**src/rtl/clksel_pkg.sv**
```systemverilog
`timescale 1ns/1ps
package clksel_pkg;

    typedef enum logic [1:0] {
        SRC_MAIN = 2'd0,
        SRC_PLL  = 2'd1,
        SRC_SUB  = 2'd2
    } clk_src_e;

    typedef enum logic [1:0] {
        PH_IDLE    = 2'd0,
        PH_HANDOFF = 2'd1,
        PH_OSC     = 2'd2,
        PH_LOCK    = 2'd3
    } sw_phase_e;

    // Software request levels; fast = 0 asks for the sub-clock.
    typedef struct packed {
        logic fast;
        logic pll;
    } clk_req_t;

    function automatic clk_src_e decode_req(clk_req_t r);
        if (!r.fast)
            return SRC_SUB;
        return r.pll ? SRC_PLL : SRC_MAIN;
    endfunction

    // Phase entered when a switch from 'from' to 'to' is accepted.
    function automatic sw_phase_e first_phase(clk_src_e from, clk_src_e to);
        if (to == SRC_SUB)
            return PH_HANDOFF;
        if (from == SRC_SUB)
            return PH_OSC;
        if (to == SRC_MAIN)
            return PH_HANDOFF;
        return PH_LOCK;
    endfunction

    function automatic logic [2:0] factor_of(logic [1:0] code);
        return {1'b0, code} + 3'd1;
    endfunction

    function automatic int unsigned imax(int unsigned a, int unsigned b);
        return (a > b) ? a : b;
    endfunction

endpackage

```
**src/rtl/clksel_req_decode.sv**
```systemverilog
`timescale 1ns/1ps
module clksel_req_decode
    import clksel_pkg::*;
(
    input  logic     fast_req,
    input  logic     pll_req,
    output clk_src_e want
);
    clk_req_t req;

    always_comb begin
        req.fast = fast_req;
        req.pll  = pll_req;
        want     = decode_req(req);
    end
endmodule

```
**src/rtl/clksel_stab_timer.sv**
```systemverilog
`timescale 1ns/1ps
module clksel_stab_timer #(
    parameter int unsigned E0  = 10,
    parameter int unsigned E1  = 13,
    parameter int unsigned E2  = 15,
    parameter int unsigned E3  = 17,
    parameter int unsigned ELK = 9,
    parameter int unsigned CW  = 17
) (
    input  logic       clk,
    input  logic       rst,
    input  logic       restart,
    input  logic       run,
    input  logic       tick,
    input  logic       use_lock,
    input  logic [1:0] wsel,
    output logic       done
);
    localparam int unsigned EXPS [4] = '{E0, E1, E2, E3};
    localparam logic [CW-1:0] LOCK_M1 = CW'((64'd1 << ELK) - 64'd1);

    logic [CW-1:0] tab [4];
    logic [CW-1:0] limit_m1;
    logic [CW-1:0] cnt;

    for (genvar g = 0; g < 4; g++) begin : g_lim
        assign tab[g] = CW'((64'd1 << EXPS[g]) - 64'd1);
    end

    always_comb begin
        limit_m1 = use_lock ? LOCK_M1 : tab[wsel];
        done     = run && tick && (cnt == limit_m1);
    end

    always_ff @(posedge clk) begin
        if (rst || restart)
            cnt <= '0;
        else if (run && tick)
            cnt <= cnt + 1'b1;
    end
endmodule

```
**src/rtl/clksel_seq.sv**
```systemverilog
`timescale 1ns/1ps
module clksel_seq
    import clksel_pkg::*;
(
    input  logic       clk,
    input  logic       rst,
    input  clk_src_e   want,
    input  logic [1:0] mult_code,
    input  logic [1:0] stab_code,
    input  logic       timer_done,
    output clk_src_e   active,
    output sw_phase_e  phase,
    output logic [1:0] mult_q,
    output logic [1:0] stab_q,
    output logic       accept
);
    clk_src_e goal;
    logic     relock_need;

    always_comb begin
        relock_need = (active == SRC_PLL) && (want == SRC_PLL) && (mult_code != mult_q);
        accept      = (phase == PH_IDLE) && ((want != active) || relock_need);
    end

    always_ff @(posedge clk) begin
        if (rst) begin
            phase  <= PH_IDLE;
            active <= SRC_MAIN;
            goal   <= SRC_MAIN;
            mult_q <= 2'd0;
            stab_q <= 2'd0;
        end else begin
            unique case (phase)
                PH_IDLE: begin
                    if (accept) begin
                        goal   <= want;
                        stab_q <= stab_code;
                        phase  <= first_phase(active, want);
                        if (want == SRC_PLL)
                            mult_q <= mult_code;
                        // relock: run on the main clock while the PLL settles
                        if (want == SRC_PLL && active == SRC_PLL)
                            active <= SRC_MAIN;
                    end
                end
                PH_HANDOFF: begin
                    active <= goal;
                    phase  <= PH_IDLE;
                end
                PH_OSC, PH_LOCK: begin
                    if (timer_done) begin
                        active <= goal;
                        phase  <= PH_IDLE;
                    end
                end
            endcase
        end
    end
endmodule

```
**src/rtl/clksel_ctrl.sv**
```systemverilog
`timescale 1ns/1ps
module clksel_ctrl
    import clksel_pkg::*;
#(
    parameter int unsigned STAB_EXP0 = 10,
    parameter int unsigned STAB_EXP1 = 13,
    parameter int unsigned STAB_EXP2 = 15,
    parameter int unsigned STAB_EXP3 = 17,
    parameter int unsigned LOCK_EXP  = 9
) (
    input  logic       clk,
    input  logic       rst,
    input  logic       tick,
    input  logic       fast_req,
    input  logic       pll_req,
    input  logic [1:0] mult_code,
    input  logic [1:0] stab_code,
    input  logic       sleep_req,
    output logic [1:0] src_sel,
    output logic [2:0] mult_factor,
    output logic       pll_active,
    output logic       sub_active,
    output logic       switching,
    output logic       sleep_ack
);
    localparam int unsigned MAXE = imax(imax(imax(STAB_EXP0, STAB_EXP1),
                                             imax(STAB_EXP2, STAB_EXP3)), LOCK_EXP);
    localparam int unsigned CW = (MAXE < 1) ? 1 : MAXE;

    clk_src_e  want;
    clk_src_e  active;
    sw_phase_e phase;
    logic [1:0] mult_q;
    logic [1:0] stab_q;
    logic       accept;
    logic       timer_done;
    logic       timer_run;
    logic       timer_lock;

    clksel_req_decode u_dec (
        .fast_req (fast_req),
        .pll_req  (pll_req),
        .want     (want)
    );

    clksel_seq u_seq (
        .clk        (clk),
        .rst        (rst),
        .want       (want),
        .mult_code  (mult_code),
        .stab_code  (stab_code),
        .timer_done (timer_done),
        .active     (active),
        .phase      (phase),
        .mult_q     (mult_q),
        .stab_q     (stab_q),
        .accept     (accept)
    );

    always_comb begin
        timer_run  = (phase == PH_OSC) || (phase == PH_LOCK);
        timer_lock = (phase == PH_LOCK);
    end

    clksel_stab_timer #(
        .E0  (STAB_EXP0),
        .E1  (STAB_EXP1),
        .E2  (STAB_EXP2),
        .E3  (STAB_EXP3),
        .ELK (LOCK_EXP),
        .CW  (CW)
    ) u_tmr (
        .clk      (clk),
        .rst      (rst),
        .restart  (accept),
        .run      (timer_run),
        .tick     (tick),
        .use_lock (timer_lock),
        .wsel     (stab_q),
        .done     (timer_done)
    );

    always_comb begin
        src_sel     = active;
        mult_factor = factor_of(mult_q);
        pll_active  = (active == SRC_PLL);
        sub_active  = (active == SRC_SUB);
        switching   = (phase != PH_IDLE);
        sleep_ack   = sleep_req && (phase == PH_IDLE) && !accept;
    end
endmodule

```
**config.mk**
```make
export PLATFORM = sky130hd
export DESIGN_NAME = clksel_ctrl
export DESIGN_NICKNAME = d
export VERILOG_FILES = /design/src/rtl/clksel_pkg.sv /design/src/rtl/clksel_req_decode.sv /design/src/rtl/clksel_stab_timer.sv /design/src/rtl/clksel_seq.sv /design/src/rtl/clksel_ctrl.sv
export SDC_FILE = /design/constraint.sdc
export NUM_CORES = 1
export LEC_CHECK = 0
export ABC_CLOCK_PERIOD_IN_PS = 1500
export BUFFER_PORTS_ARGS = -buffer_cell sky130_fd_sc_hd__buf_2
export CORE_MARGIN = 1
export CORE_UTILIZATION = 35
export DETAILED_ROUTE_END_ITERATION = 8
export GPL_TIMING_DRIVEN = 0
export HOLD_SLACK_MARGIN = 0.06
export PLACE_DENSITY = 0.57
export SLEW_MARGIN = 20
export SYNTH_ARGS = -nofsm -noshare
export SYNTH_HDL_FRONTEND = slang
export SYNTH_SLANG_ARGS = --single-unit
```
**constraint.sdc**
```tcl
create_clock -name clk -period 1.5 [get_ports clk]
set_clock_uncertainty 0.05 [all_clocks]
set_input_delay 0.3 -clock clk [delete_from_list [all_inputs] [get_ports clk]]
set_output_delay 0.3 -clock clk [all_outputs]
set_load 0.02 [all_outputs]
```
Yosys cells after proc, flatten, opt, wreduce, memory -nomap -nowiden
Cells that the tools add are included.

Memory bits (read-only): 0. Output and inout port bits: 9. Bits of input ports: 10. Memories kept: 0. Bits in writable memories: 0. Bits in latches: 0. Register bits after elaboration: 27.

Eq/ne operators: 13. Reductions and logical operators: 19. Multiplexer cells: 34. Shift operators: 0. Bitwise gates (word level): 1. Magnitude comparators: 1. Multiply operators: 0. Divide/modulo/power cells: 0. Add/sub/neg operators: 2.

Operator list (count): 17-bit 2-to-1 mux (3); 17-bit binary-select mux with 2-bit select (1); 2-bit 2-to-1 mux (12); 17-bit by 1-bit adder with 17-bit output, second input constant (1); 17-bit equality test (1); 1-bit 2-to-1 mux (16); 2-bit case mux with 3 select lines (2); 2-bit equality test, second input constant (4); 1-bit logical AND (7); 2-bit by 1-bit equality test with 1-bit output, second input constant (3); 3-bit AND reduction (2); 2-bit zero test (2); 2-bit != test (2); 2-bit != test, second input constant (2); 2-bit AND reduction (2); 2-bit by 1-bit adder with 3-bit output, second input constant (1); 3-bit greater-or-equal comparator, second input constant (1); 1-bit logical OR (3); 2-bit inverter with 3-bit output (1); 2-bit by 1-bit != test with 1-bit output, second input constant (1); 2-bit nonzero test (1); 2-bit OR reduction (1); 1-bit zero test (1).

Longest topological paths before layout
Depth after elaboration: 24. Mapped depth: 7. Gate-level depth less buffers: 6.

Modules after synthesis
Synthesis repeated with hierarchy kept, for this count alone.

Cell total of the unflattened synthesis: 170. Area total of the unflattened synthesis: 1490.2 um^2.

Modules (own cells, without submodules): clksel_stab_timer (sequential area each 340.3 um^2, instances 1, area each 865.8 um^2, cells an instance 104); clksel_seq (sequential area each 200.2 um^2, instances 1, area each 553.0 um^2, cells an instance 56); clksel_ctrl (sequential area each 0.0 um^2, instances 1, area each 61.3 um^2, cells an instance 8); clksel_req_decode (sequential area each 0.0 um^2, instances 1, area each 10.0 um^2, cells an instance 2).

Worst setup path before layout
Ideal clock, no wire load.

Path kind: register -> register. From: register u_seq.active[1]. To: register u_tmr.cnt[0]. Path buffers: 2. Data required time: 1.386 ns. Data arrival time: 1.684 ns. Path slack: -0.298 ns. Cell stages (with the launch flop): 8. Path through: dfxtp_1 > nor2b_1 > a21oi_1 > nand3_2 > nand2b_1 > buf_2 > buf_6 > nor2_1.

Word-level cells in the longest chain between the ends: 6. Elaborated cells on any way between the ends: 7.

Ends and longest elaborated chain: from (decl) (line clksel_seq.sv:11) `output clk_src_e active,`; from (signal assigned) (line clksel_seq.sv:47) `active <= goal;`; from (signal assigned) (line clksel_seq.sv:52) `active <= goal;`; 2-bit by 1-bit equality test with 1-bit output (line clksel_seq.sv:21) `relock_need = (active == SRC_PLL) && (want == SRC_PLL) && (mult_code != mult_q);`; 1-bit logical AND (2 in series) (line clksel_seq.sv:21); 1-bit logical OR * (line clksel_seq.sv:22) `accept = (phase == PH_IDLE) && ((want != active) || relock_need);`; 1-bit logical AND * (line clksel_seq.sv:22); 1-bit logical OR * (line clksel_stab_timer.sv:36) `if (rst || restart)`; to (signal assigned) (line clksel_stab_timer.sv:39) `cnt <= cnt + 1'b1;`; to (decl) (line clksel_stab_timer.sv:24) `logic [CW-1:0] cnt;`.

Mark *: on every way between the ends. The rest lies on a longest branch, timed or not. A chain may end at the register's enable or synchronous reset.

Worst setup path in the final report
From: register u_seq.mult_q[1]. To: output port sleep_ack.

Word-level cells in the longest chain between the ends: 6.

Ends and longest elaborated chain: from (decl) (line clksel_seq.sv:13) `output logic [1:0] mult_q,`; from (signal assigned) (line clksel_seq.sv:40) `mult_q <= mult_code;`; 2-bit != test (line clksel_seq.sv:21); 1-bit logical AND (line clksel_seq.sv:21); 1-bit logical OR (line clksel_seq.sv:22); 1-bit logical AND (line clksel_seq.sv:22); 1-bit zero test (line clksel_ctrl.sv:89) `sleep_ack = sleep_req && (phase == PH_IDLE) && !accept;`; 1-bit logical AND (line clksel_ctrl.sv:89); to (decl) (line clksel_ctrl.sv:24) `output logic sleep_ack`.

Every way passes these cells.

==> reports/results.ini <==
[outcome]
outcome = finished with violations
failed_checks = negative setup slack

[floorplanning]
ioPinCount = 19
die_y_um = 65.9
dieArea_um2 = 4340
coreArea_um2 = 3800
start_util_pct = 37.6
rows = 22
die_x_um = 65.9

[routing]
routed_wl_mm = 3.73
dr.pass1.iters = 4
post-route-drc-count = 0
wl_per_cell_um = 14.5
first_iter_violations = 31
antenna_left = 0
via_count = 1353
vias_per_cell = 5.26

[placement]
gp_congestion = 0.859
hpwl_mm = 2.37
io_buffers = 18
dp_cells = 230

[clock_network]
cts_buffer_depth = 2
cts.sinks = 27
cts_htree_levels = 1
cts_root_buf = clkbuf_8
worstSkewPairLatency_ps = 270
cts_tree = done
numCtsBuffers = 3
path_clk_slew_ps = 90

[synth]
synth_most_common_cell = nor2_1
synth_flop_cell = dfxtp_1
synth_top_area_cell = dfxtp_1
synth_top_area_share_pct = 37.8
synth_area_um2 = 1430
seq_area_frac_synth_pct = 37.8
synth_cells = 164
synth-edff-count = 0
ys_ff_latch = 27
ys_top_cells_by_count = nor2_1 (33), dfxtp_1 (27), nand2_1 (10), xnor2_1 (10), xor2_1 (9)
avgSynthCellArea_um2 = 8.71
synthTopCellsByArea = dfxtp_1 (38%), nor2_1 (8.7%), xnor2_1 (6.1%)
synth_fp_nets = 176
async_reset_ff_share_pct = 0
yosysWarnings = 0
ys_types = 40

[power_and_ir_drop]
total_leakage_power_nw = 0.849
clkPwrFrac_pct = 24.6
ir_drop_mv = 0.640
combPwrFrac_pct = 28.4
seqPwrFrac_pct = 47.0
p_int_mw = 1.18
p_switching_mw = 0.474
power_density_nw_per_um2 = 755
swShare_pct = 28.7

[grt]
antenna_found_initial = 0
grt_max_degree = 15
grt_overflow_total = 0
grt_first_pass_wirelength_mm = 5.49
track_usage_pct = 16.1
grt_pass1_vias = 1242

[sta]
holdWs_ps = 217
fin_crit_ps = 2000
finalCritPeriodShare_pct = 133
clock.fmax_mhz = 500
setup_viol = 12
tightest_slew_ps = 379
slew_headroom_pct = 74.7
setup_ws_ps = -500
drv_slew = 0
rsz0062_at_grt = yes
hold_viol_final = 0

[critical_path]
crit_path_top_delay_cell = dfxtp_2
path_cells = xnor2_2 -> a31oi_2 -> nand2b_4 -> o31ai_2 -> and3_4 -> buf_6
worst_path_largest_cell_delay_ps = 340
crit_type = reg2out
crit_fanout = 2
start_kind = register
cp.arrival_ps = 1650
cp_top_family = compound AO/OA/AOI/OAI gates
crit_buf_inv = 1
crit_required_ps = 1150
crit_path_end_kind = primary output

[finish]
final_layout_size_suffix_gt1_share_pct = 52.6
fin_nets = 222
syn2layout_area_growth_pct = 53.1
fin_cells = 257
n_antenna_cell = 0
final_util_pct = 57.6

[flow_run]
max-cap-violations = 0

[hold_path]
min_path_type = in2reg

power groups by stage:
stage | Combinational (mW) | Sequential [mW] | Clock, mW
after floorplan | 0.208 | 0.787 | 0
after global placement | 0.273 | 0.790 | 0
after detailed placement | 0.278 | 0.791 | 0
after CTS | 0.334 | 0.774 | 0.420
after global routing | 0.497 | 0.781 | 0.444
final | 0.469 | 0.776 | 0.406
cell usage in the layout (no fill, tap or decap), drive strengths merged:
| cell type | netlist | final |
|---|---|---|
| and3 | 6 | 6 |
| or2 | 3 | 3 |
| a31oi | 1 | 1 |
| a21boi | 1 | 1 |
| nor4 | 2 | 2 |
| nor3 | 2 | 2 |
| xor2 | 9 | 9 |
| nand4 | 5 | 5 |
| o211ai | 1 | 1 |
| a2111oi | 1 | 1 |
| o2111ai | 1 | 1 |
| xnor2 | 10 | 10 |
| and2 | 1 | 1 |
| o211a | 1 | 1 |
| nand2b | 2 | 2 |
| clkbuf | 0 | 4 |
| a21oi | 4 | 4 |
| a211oi | 1 | 1 |
| o32ai | 1 | 1 |
| and4b | 1 | 1 |
| o2bb2ai | 2 | 2 |
| dfxtp | 27 | 27 |
| inv | 6 | 6 |
| and2b | 1 | 1 |
| o31a | 1 | 1 |
| nand3 | 10 | 10 |
| nor4b | 1 | 1 |
| mux2i | 6 | 6 |
| ha | 2 | 2 |
| nor2b | 3 | 3 |
| a32o | 2 | 2 |
| nor2 | 34 | 34 |
| nand2 | 10 | 10 |
| buf | 4 | 45 |
| o31ai | 2 | 2 |
timing repair:
action / 4_1_cts / 5_1_grt
hold buffers: 0 / 0
setup endpoints to repair: 19 / 22
pin swaps: 12 / 20
setup buffers: 11 / 15
resized for setup: 17 / 50
worst reg2reg max path, delay by kind of cell (launching register included):
kind	cells	cell delay [ps]
AO/OA/AOI/OAI	1	390
XOR/XNOR	1	130
AND/OR/NAND/NOR	2	220
flip-flops	1	370
buffers and inverters	2	240
multiplexers	1	250
sequential cells by signal (all words and copies together), names as in the netlist:
register      count
u_tmr.cnt        17
u_seq.active      2
u_seq.goal        2
u_seq.mult_q      2
u_seq.phase       2
u_seq.stab_q      2
metrics by stage:
| step | TNS, ps | worst slack (ps) | area, um^2 | total power [mW] |
|---|---|---|---|---|
| after global placement | -2330 | -290 | 1670 | 1.06 |
| final | -1630 | -500 | 2190 | 1.65 |
| after detailed placement | -2600 | -323 | 1670 | 1.07 |
| after CTS | -1510 | -449 | 1880 | 1.53 |
| after global routing | -2980 | -553 | 2190 | 1.72 |
| after floorplan | -23.7 | -13.3 | 1520 | 0.995 |
path summary, 6_finish.rpt:
kind,end,start,cells past startpoint,slack (ps)
worst max-delay path,sleep_ack,u_seq.mult_q[1],6,-500
worst max register to register,u_seq.mult_q[0],u_seq.mult_q[0],7,-250
worst min-delay path,u_seq.stab_q[1],stab_code[1],3,220
worst min register to register,u_tmr.cnt[1],u_tmr.cnt[1],2,440
routing by layer:
metal,track usage [%],part of all wire (%),vias to the layer above
met2,27.7,54,23
met5,0,0,-
met4,4.08,1.1,0
met3,3.79,2.3,6
met1,19.8,43,661
li1,-,-,663
logic make-up after synthesis:
family | after synthesis | share of synthesized area [%]
and+or+nand+nor | 81 | 29.2
DFF | 27 | 37.8
AOI/OAI and AO/OA | 19 | 11.6
xor gates and xnor gates | 19 | 11.6
buffers and inverters | 10 | 3.85
muxes | 6 | 4.20
adders and majority gates | 2 | 1.75
layout make-up:
type                            instances  area, um^2
Fill cell                             318        1610
Multi-Input combinational cell        127        1100
Sequential cell                        27         579
Timing Repair Buffer                   41         334
Tap cell                               48        60.1
Buffer                                  4        47.5
Clock buffer                            4        45.0
Inverter                                6        22.5
No activity file was read; power rests on OpenSTA's default activity.
